File: src/rtl/stn_pkg.sv
package stn_pkg;
  localparam int unsigned WORD_W = 32;

  typedef enum logic [1:0] {
    BSEL_1 = 2'd0,
    BSEL_2 = 2'd1,
    BSEL_4 = 2'd2
  } bsel_e;

  function automatic bsel_e decode_bpp(input logic [1:0] code);
    if (code[1])      return BSEL_4;
    else if (code[0]) return BSEL_2;
    else              return BSEL_1;
  endfunction
endpackage

File: src/rtl/stn_fetch.sv
module stn_fetch #(
  parameter int unsigned AW    = 32,
  parameter int unsigned FBW   = 16,
  parameter int unsigned DEPTH = 4
) (
  input  logic          clk_i,
  input  logic          rst_ni,
  input  logic          flush_i,
  input  logic [AW-1:0] base_i,
  input  logic [FBW-1:0] fb_words_i,
  output logic          mem_req_o,
  output logic [AW-1:0] mem_addr_o,
  input  logic          mem_ack_i,
  input  logic [31:0]   mem_rdata_i,
  input  logic          pop_i,
  output logic [31:0]   head_o,
  output logic          empty_o
);
  localparam int unsigned PW = (DEPTH > 1) ? $clog2(DEPTH) : 1;
  localparam int unsigned CW = $clog2(DEPTH + 1);

  logic [31:0]    fifo_q [DEPTH];
  logic [PW-1:0]  wr_ptr, rd_ptr;
  logic [CW-1:0]  count;
  logic [FBW-1:0] wcnt;
  logic           push, pop, full;

  assign full       = (count == CW'(DEPTH));
  assign empty_o    = (count == '0);
  assign mem_req_o  = !flush_i && !full;
  assign mem_addr_o = base_i + (AW'(wcnt) << 2);
  assign head_o     = fifo_q[rd_ptr];
  assign push       = mem_req_o && mem_ack_i;
  assign pop        = pop_i && !empty_o;

  always_ff @(posedge clk_i or negedge rst_ni) begin
    if (!rst_ni) begin
      wr_ptr <= '0;
      rd_ptr <= '0;
      count  <= '0;
      wcnt   <= '0;
    end else if (flush_i) begin
      wr_ptr <= '0;
      rd_ptr <= '0;
      count  <= '0;
      wcnt   <= '0;
    end else begin
      if (push) begin
        wr_ptr <= (wr_ptr == PW'(DEPTH - 1)) ? '0 : wr_ptr + 1'b1;
        wcnt   <= (wcnt == fb_words_i - 1'b1) ? '0 : wcnt + 1'b1;
      end
      if (pop) rd_ptr <= (rd_ptr == PW'(DEPTH - 1)) ? '0 : rd_ptr + 1'b1;
      count <= count + CW'(push) - CW'(pop);
    end
  end

  always_ff @(posedge clk_i) begin
    if (push) fifo_q[wr_ptr] <= mem_rdata_i;
  end
endmodule

File: src/rtl/stn_unpack.sv
module stn_unpack
  import stn_pkg::*;
(
  input  logic        clk_i,
  input  logic        rst_ni,
  input  logic        flush_i,
  input  logic        xfer_i,
  input  logic [1:0]  bpp_i,
  input  logic [3:0]  fc_i,
  input  logic [31:0] head_i,
  input  logic        empty_i,
  output logic        pop_o,
  output logic        ok_o,
  output logic [3:0]  pix_o
);
  bsel_e       bsel;
  logic [31:0] cur, word, shifted;
  logic [3:0]  left, per_m1;
  logic [4:0]  step;
  logic        have;

  assign bsel    = decode_bpp(bpp_i);
  assign step    = 5'd4 << bsel;
  assign per_m1  = 4'd7 >> bsel;
  assign ok_o    = have || !empty_i;
  assign word    = have ? cur : head_i;
  assign shifted = word >> step;
  assign pop_o   = xfer_i && !have && !empty_i;

  for (genvar j = 0; j < 4; j++) begin : g_pix
    logic [3:0] v;
    always_comb begin
      unique case (bsel)
        BSEL_1:  v = {3'b0, word[j]};
        BSEL_2:  v = {2'b0, word[2*j +: 2]};
        default: v = word[4*j +: 4];
      endcase
      unique case (bsel)
        BSEL_1:  pix_o[j] = v[0];
        BSEL_2:  pix_o[j] = (v[1:0] > fc_i[1:0]);
        default: pix_o[j] = (v > fc_i);
      endcase
    end
  end

  always_ff @(posedge clk_i or negedge rst_ni) begin
    if (!rst_ni) begin
      cur  <= '0;
      left <= '0;
      have <= 1'b0;
    end else if (flush_i) begin
      have <= 1'b0;
    end else if (xfer_i && ok_o) begin
      cur <= shifted;
      if (have) begin
        left <= left - 1'b1;
        if (left == 4'd1) have <= 1'b0;
      end else begin
        left <= per_m1;
        have <= 1'b1;
      end
    end
  end
endmodule

File: src/rtl/stn_timing.sv
module stn_timing #(
  parameter int unsigned WW     = 6,
  parameter int unsigned LW     = 10,
  parameter int unsigned HBLANK = 8,
  parameter int unsigned DIV    = 2
) (
  input  logic          clk_i,
  input  logic          rst_ni,
  input  logic          enable_i,
  input  logic [WW-1:0] width_i,
  input  logic [LW-1:0] lines_i,
  output logic          xfer_o,
  output logic          line_end_o,
  output logic          first_line_o,
  output logic          frame_end_o,
  output logic [3:0]    fc_o
);
  localparam int unsigned XW = WW + 2;
  localparam int unsigned DW = $clog2(DIV + 1);
  localparam int unsigned BW = $clog2(HBLANK + 1);

  logic          act;
  logic [DW-1:0] div_cnt;
  logic [XW-1:0] xcnt, n_m1;
  logic [BW-1:0] bcnt;
  logic [LW-1:0] line;
  logic          div_last, blk_done, last_line;

  assign n_m1         = {width_i, 2'b11};
  assign div_last     = (div_cnt == DW'(DIV - 1));
  assign last_line    = (line == lines_i - 1'b1);
  assign xfer_o       = enable_i && act && (div_cnt == '0);
  assign line_end_o   = enable_i && act && div_last && (xcnt == n_m1);
  assign first_line_o = (line == '0);
  assign frame_end_o  = line_end_o && last_line;
  assign blk_done     = enable_i && !act && (bcnt == BW'(HBLANK - 1));

  always_ff @(posedge clk_i or negedge rst_ni) begin
    if (!rst_ni) begin
      act     <= 1'b0;
      div_cnt <= '0;
      xcnt    <= '0;
      bcnt    <= '0;
      line    <= '1;
      fc_o    <= '0;
    end else if (!enable_i) begin
      act     <= 1'b0;
      div_cnt <= '0;
      xcnt    <= '0;
      bcnt    <= '0;
      line    <= '1;
      fc_o    <= '0;
    end else if (act) begin
      div_cnt <= div_last ? '0 : div_cnt + 1'b1;
      if (div_last) begin
        if (xcnt == n_m1) begin
          act  <= 1'b0;
          xcnt <= '0;
          bcnt <= '0;
        end else begin
          xcnt <= xcnt + 1'b1;
        end
      end
      if (frame_end_o) fc_o <= fc_o + 1'b1;
    end else if (blk_done) begin
      act     <= 1'b1;
      div_cnt <= '0;
      xcnt    <= '0;
      line    <= (line >= lines_i - 1'b1) ? '0 : line + 1'b1;
    end else begin
      bcnt <= bcnt + 1'b1;
    end
  end
endmodule

File: src/rtl/stn_refresh.sv
module stn_refresh #(
  parameter int unsigned AW     = 32,
  parameter int unsigned LW     = 10,
  parameter int unsigned FBW    = 16,
  parameter int unsigned DEPTH  = 4,
  parameter int unsigned HBLANK = 8,
  parameter int unsigned DIV    = 2
) (
  input  logic           clk_i,
  input  logic           rst_ni,
  input  logic           enable_i,
  input  logic [AW-1:0]  base_addr_i,
  input  logic [5:0]     width_i,
  input  logic [1:0]     bpp_i,
  input  logic [LW-1:0]  lines_i,
  input  logic [FBW-1:0] fb_words_i,
  output logic           mem_req_o,
  output logic [AW-1:0]  mem_addr_o,
  input  logic           mem_ack_i,
  input  logic [31:0]    mem_rdata_i,
  output logic [3:0]     dd_o,
  output logic           pclk_o,
  output logic           lclk_o,
  output logic           frm_o,
  output logic           acb_o,
  output logic           underrun_o
);
  logic        xfer, line_end, first_line, frame_end, flush;
  logic        pop, ok, empty;
  logic [3:0]  fc, pix;
  logic [31:0] head;

  assign flush = !enable_i || frame_end;

  stn_timing #(.WW(6), .LW(LW), .HBLANK(HBLANK), .DIV(DIV)) u_timing (
    .clk_i, .rst_ni, .enable_i, .width_i, .lines_i,
    .xfer_o(xfer), .line_end_o(line_end), .first_line_o(first_line),
    .frame_end_o(frame_end), .fc_o(fc)
  );

  stn_fetch #(.AW(AW), .FBW(FBW), .DEPTH(DEPTH)) u_fetch (
    .clk_i, .rst_ni, .flush_i(flush), .base_i(base_addr_i), .fb_words_i,
    .mem_req_o, .mem_addr_o, .mem_ack_i, .mem_rdata_i,
    .pop_i(pop), .head_o(head), .empty_o(empty)
  );

  stn_unpack u_unpack (
    .clk_i, .rst_ni, .flush_i(flush), .xfer_i(xfer), .bpp_i, .fc_i(fc),
    .head_i(head), .empty_i(empty), .pop_o(pop), .ok_o(ok), .pix_o(pix)
  );

  always_ff @(posedge clk_i or negedge rst_ni) begin
    if (!rst_ni) begin
      dd_o       <= '0;
      pclk_o     <= 1'b0;
      lclk_o     <= 1'b0;
      frm_o      <= 1'b0;
      acb_o      <= 1'b0;
      underrun_o <= 1'b0;
    end else begin
      pclk_o     <= xfer;
      dd_o       <= (xfer && ok) ? pix : 4'd0;
      lclk_o     <= line_end;
      frm_o      <= line_end && first_line;
      acb_o      <= acb_o ^ (line_end && first_line);
      underrun_o <= enable_i && (underrun_o || (xfer && !ok));
    end
  end
endmodule

File: config.mk
export PLATFORM = sky130hd
export DESIGN_NAME = stn_refresh
export DESIGN_NICKNAME = d
export VERILOG_FILES = /design/src/rtl/stn_pkg.sv /design/src/rtl/stn_fetch.sv /design/src/rtl/stn_unpack.sv /design/src/rtl/stn_timing.sv /design/src/rtl/stn_refresh.sv
export SDC_FILE = /design/constraint.sdc
export NUM_CORES = 1
export LEC_CHECK = 0
export BUFFER_PORTS_ARGS = -buffer_cell sky130_fd_sc_hd__clkbuf_2
export CAP_MARGIN = 25
export CORE_MARGIN = 8
export CORE_UTILIZATION = 35
export DETAILED_ROUTE_END_ITERATION = 10
export PLACE_DENSITY_LB_ADDON = 0.15
export REMOVE_ABC_BUFFERS = 1
export SYNTH_ARGS = -nofsm -noshare
export SYNTH_HDL_FRONTEND = slang
export SYNTH_SLANG_ARGS = --single-unit
File: constraint.sdc
create_clock -name clk_i -period 8.05 [get_ports clk_i]
set_input_delay 1.2075 -clock clk_i [delete_from_list [all_inputs] [get_ports clk_i]]
set_output_delay 1.2075 -clock clk_i [all_outputs]
set_load 0.005 [all_outputs]
==> impl_results.md <==
- Syn Std Cell Area: 12,700 µm²
- Final slew viol count: 0
- Fillers: 3,517
- Post-CTS Resized: 0
- Final worst slack: 2380 ps
- Area Growth Syn to Fin: 16.2%
- RSZ-0062 raised after global routing: no
- Top_reg_cell synth: edfxtp_1
- Ports: 144
- Hold Slack: 470 ps
- Initial DRC Count: 483
- CTS tree: done
- Top delay family on crit path: simple AND/OR/NAND/NOR gates
- Sequential area share after synthesis: 0.496
- Sinks on Clock Net: 226
- Top cells by area, synth: edfxtp_1 (30%), dfrtp_1 (17%), ha_1 (5.8%)
- I/O Buffers: 139
- Final setup fails: 0
- CP Data Required Time: 6840 ps
- Tot GR Track Use: 0.147
- Hold_sp: acb_o$_DFF_PN0_
- Drt first pass iters: 4
- # DRC: 0
- Routed len/inst: 17.8 µm
- Row Count: 70
- Levels on crit path: 14
- Post-layout min period: 5670 ps
- Dpl cells: 1,714
- Post-detail-place hpwl: 21,700 µm
- Part of the cycle the worst path needs: 0.704
- Leak: 0.00579 µW
- Setup WS pre-CTS: 2350 ps
- Buffers and inverters on the worst path: 3
- Largest net degree at the start of global routing: 63
- Final Non-Filler Cells: 1,762
- Outcome: finished, final reports clean
- Crit-path max cell delay: 760 ps
- Flops & latches, synth: 226
- Antenna violations before repair: 2
- CP Cell Sequence: clkbuf_2 -> inv_1 -> ha_1 -> nand2_1 -> or3_1 -> or3_1 -> xor2_1 -> ha_1 -> nand3_1 -> nor3_1 -> or4b_2 -> nand2_1 -> a21oi_1 -> clkbuf_2
- Grt total ovfl: 0
- Chip Height: 207 µm
- Ys async rst share: 0.434
- Fin nets: 1,438
- Crit end category: output pin
- Crit Path Class: primary input to output pin
- Worst setup SP type: primary input
- Clk buf depth: 3
- Vias post-DR: 9,234
- Total Wirelength: 31,300 µm
- Setup TNS: 0 ps
- Worst reg-to-reg path cell count: 14
- VDD IR max: 0.208 mV
- Yosys top cell area share: 0.302
- Reg2reg end: u_fetch.count[2]$_DFF_PN0_
- CTS Buf Count: 26
- Post-synth EDFFs: 128
- Die width: 207 µm
- CTS H-tree depth: 1
- CP Launch Point: lines_i[0]
- Layout cells sized above 1: 0.213
- Reg2reg start: u_timing.line[0]$_DFFE_PN1P_
- Initial cell density of the core: 0.352
- Normalized max-slew margin: 0.407
- Slowest CP cell: or4b_2
- Vias per cell: 5.24
- Netlist cell types: 70
- Synth area leader: edfxtp_1
- Worst Hold Class: flop to flop
- CTS Root Cell: clkbuf_16
- Synth Warn #: 0
- WP data arrival: 4460 ps
- Max_cap viols: 0
- Synthesized area per cell: 11.1 µm²
- Fmax: 176 MHz
- Pwr dens: 208 nW/µm²
- # Post-CTS Setup Buffers: 0
- Commonest non-fill, non-tap cell in the layout: clkbuf_2
- Global-route wire length before repair: 50,800 µm
- Hold Violations, Final: 0
- Placer congestion estimate: 0.829
- Hold buffer count at CTS: 0
- Vias in the first global route: 9,203
- Skew final: 13.6 ps
- Most frequent cells in the layout: clkbuf_2 (138), edfxtp_1 (128), nand2_1 (94)
- Least-Margin Pin Slew: 888 ps
- CP endpoint: mem_req_o
- Mapped Cells: 1,147
- Post-route ant nets: 0
- Skew-Pair Late Insertion Delay: 540 ps
- Setup slack, reg-to-reg: 4360 ps
- Die area: 42,700 µm²
- Core area: 36,200 µm²
- CTS clk-pin slew, worst paths: 50 ps
- Max FO, Critical Path: 9
- N_diodes: 0
==> synth_stat cells (all sizes together), types with 6 or more instances <==
cell type,number
mux2i,27
xnor2,42
nor2b,14
nand3,37
or4,8
a21o,14
buf,13
nand4,19
o31ai,11
o21ai,88
or3,7
inv,37
dfstp,10
dfrtp,88
nand2b,11
nor3,33
mux4,32
and3,19
nor3b,6
nor2,91
xor2,25
and2,16
a211oi,12
nor4,6
a21oi,56
ha,59
edfxtp,128
mux2,26
clkbuf,40
nand2,94
==> how the worst min path moves through the flow <==
stage	depth (start not counted)	endpoint	slack (ps)
finish	1	acb_o$_DFF_PN0_	470
detailed placement	1	acb_o$_DFF_PN0_	460
CTS	1	acb_o$_DFF_PN0_	470
global route	2	u_unpack.cur[22]$_DFFE_PN0P_	500
global placement	2	u_unpack.cur[5]$_DFFE_PN0P_	460
floorplan	2	u_unpack.cur[10]$_DFFE_PN0P_	440
==> sequential cells by signal, indices dropped and copies added (netlist names), 3 cells and up <==
signal and cells:
u_timing.fc_o 4, u_fetch.count 3, dd_o 4, u_unpack.cur 32
u_timing.xcnt 8, u_timing.bcnt 4, u_fetch.wcnt 16, u_fetch.fifo_q 128
u_timing.line 10, u_unpack.left 4
==> power by group <==
part | switching (µW) | total [µW] | internal [µW]
Sequential | 54.9 | 1380 | 1330
Combinational | 281 | 489 | 208
Clock | 476 | 1200 | 724
Total | 811 | 3070 | 2260
==> layer usage <==
metal,GRT usage,vias to the layer above,part of all wire
met5,0,-,0
met2,0.247,166,0.48
met4,0.0265,0,0.015
li1,-,4527,-
met1,0.202,4511,0.46
met3,0.0218,30,0.046
==> per-stage QoR <==
stage                     power, µW  instance area (µm²)   util
after floorplan                1720                12500      -
after detailed placement       1900                13900  0.384
after global placement         1890                13900  0.384
after global routing           3240                14800  0.409
final                          3070                14800  0.409
after CTS                      3120                14800  0.409
==> cells by family (layout without fill, tap and decap cells) <==
| family | after synthesis | count (layout) | synth area share |
|---|---|---|---|
| AO/OA/AOI/OAI | 236 | 236 | 0.116 |
| XOR/XNOR | 67 | 67 | 0.0461 |
| adder cells (fa/ha/maj) | 61 | 61 | 0.0612 |
| buffers and inverters | 91 | 238 | 0.0287 |
| flip-flops | 226 | 226 | 0.496 |
| multiplexers | 85 | 85 | 0.101 |
| AND/OR/NAND/NOR | 381 | 381 | 0.151 |
==> area by class of cell <==
type                            instances  area [µm²]  share of cell area
Sequential cell                       226        6310               0.427
Inverter                               38         143             0.00965
Clock inverter                         12         174              0.0118
Clock buffer                           35         714              0.0483
Tap cell                              468         586              0.0396
Timing Repair Buffer                  153         801              0.0542
Multi-Input combinational cell        830        6060               0.410
No activity file was read; power rests on OpenSTA's default activity.
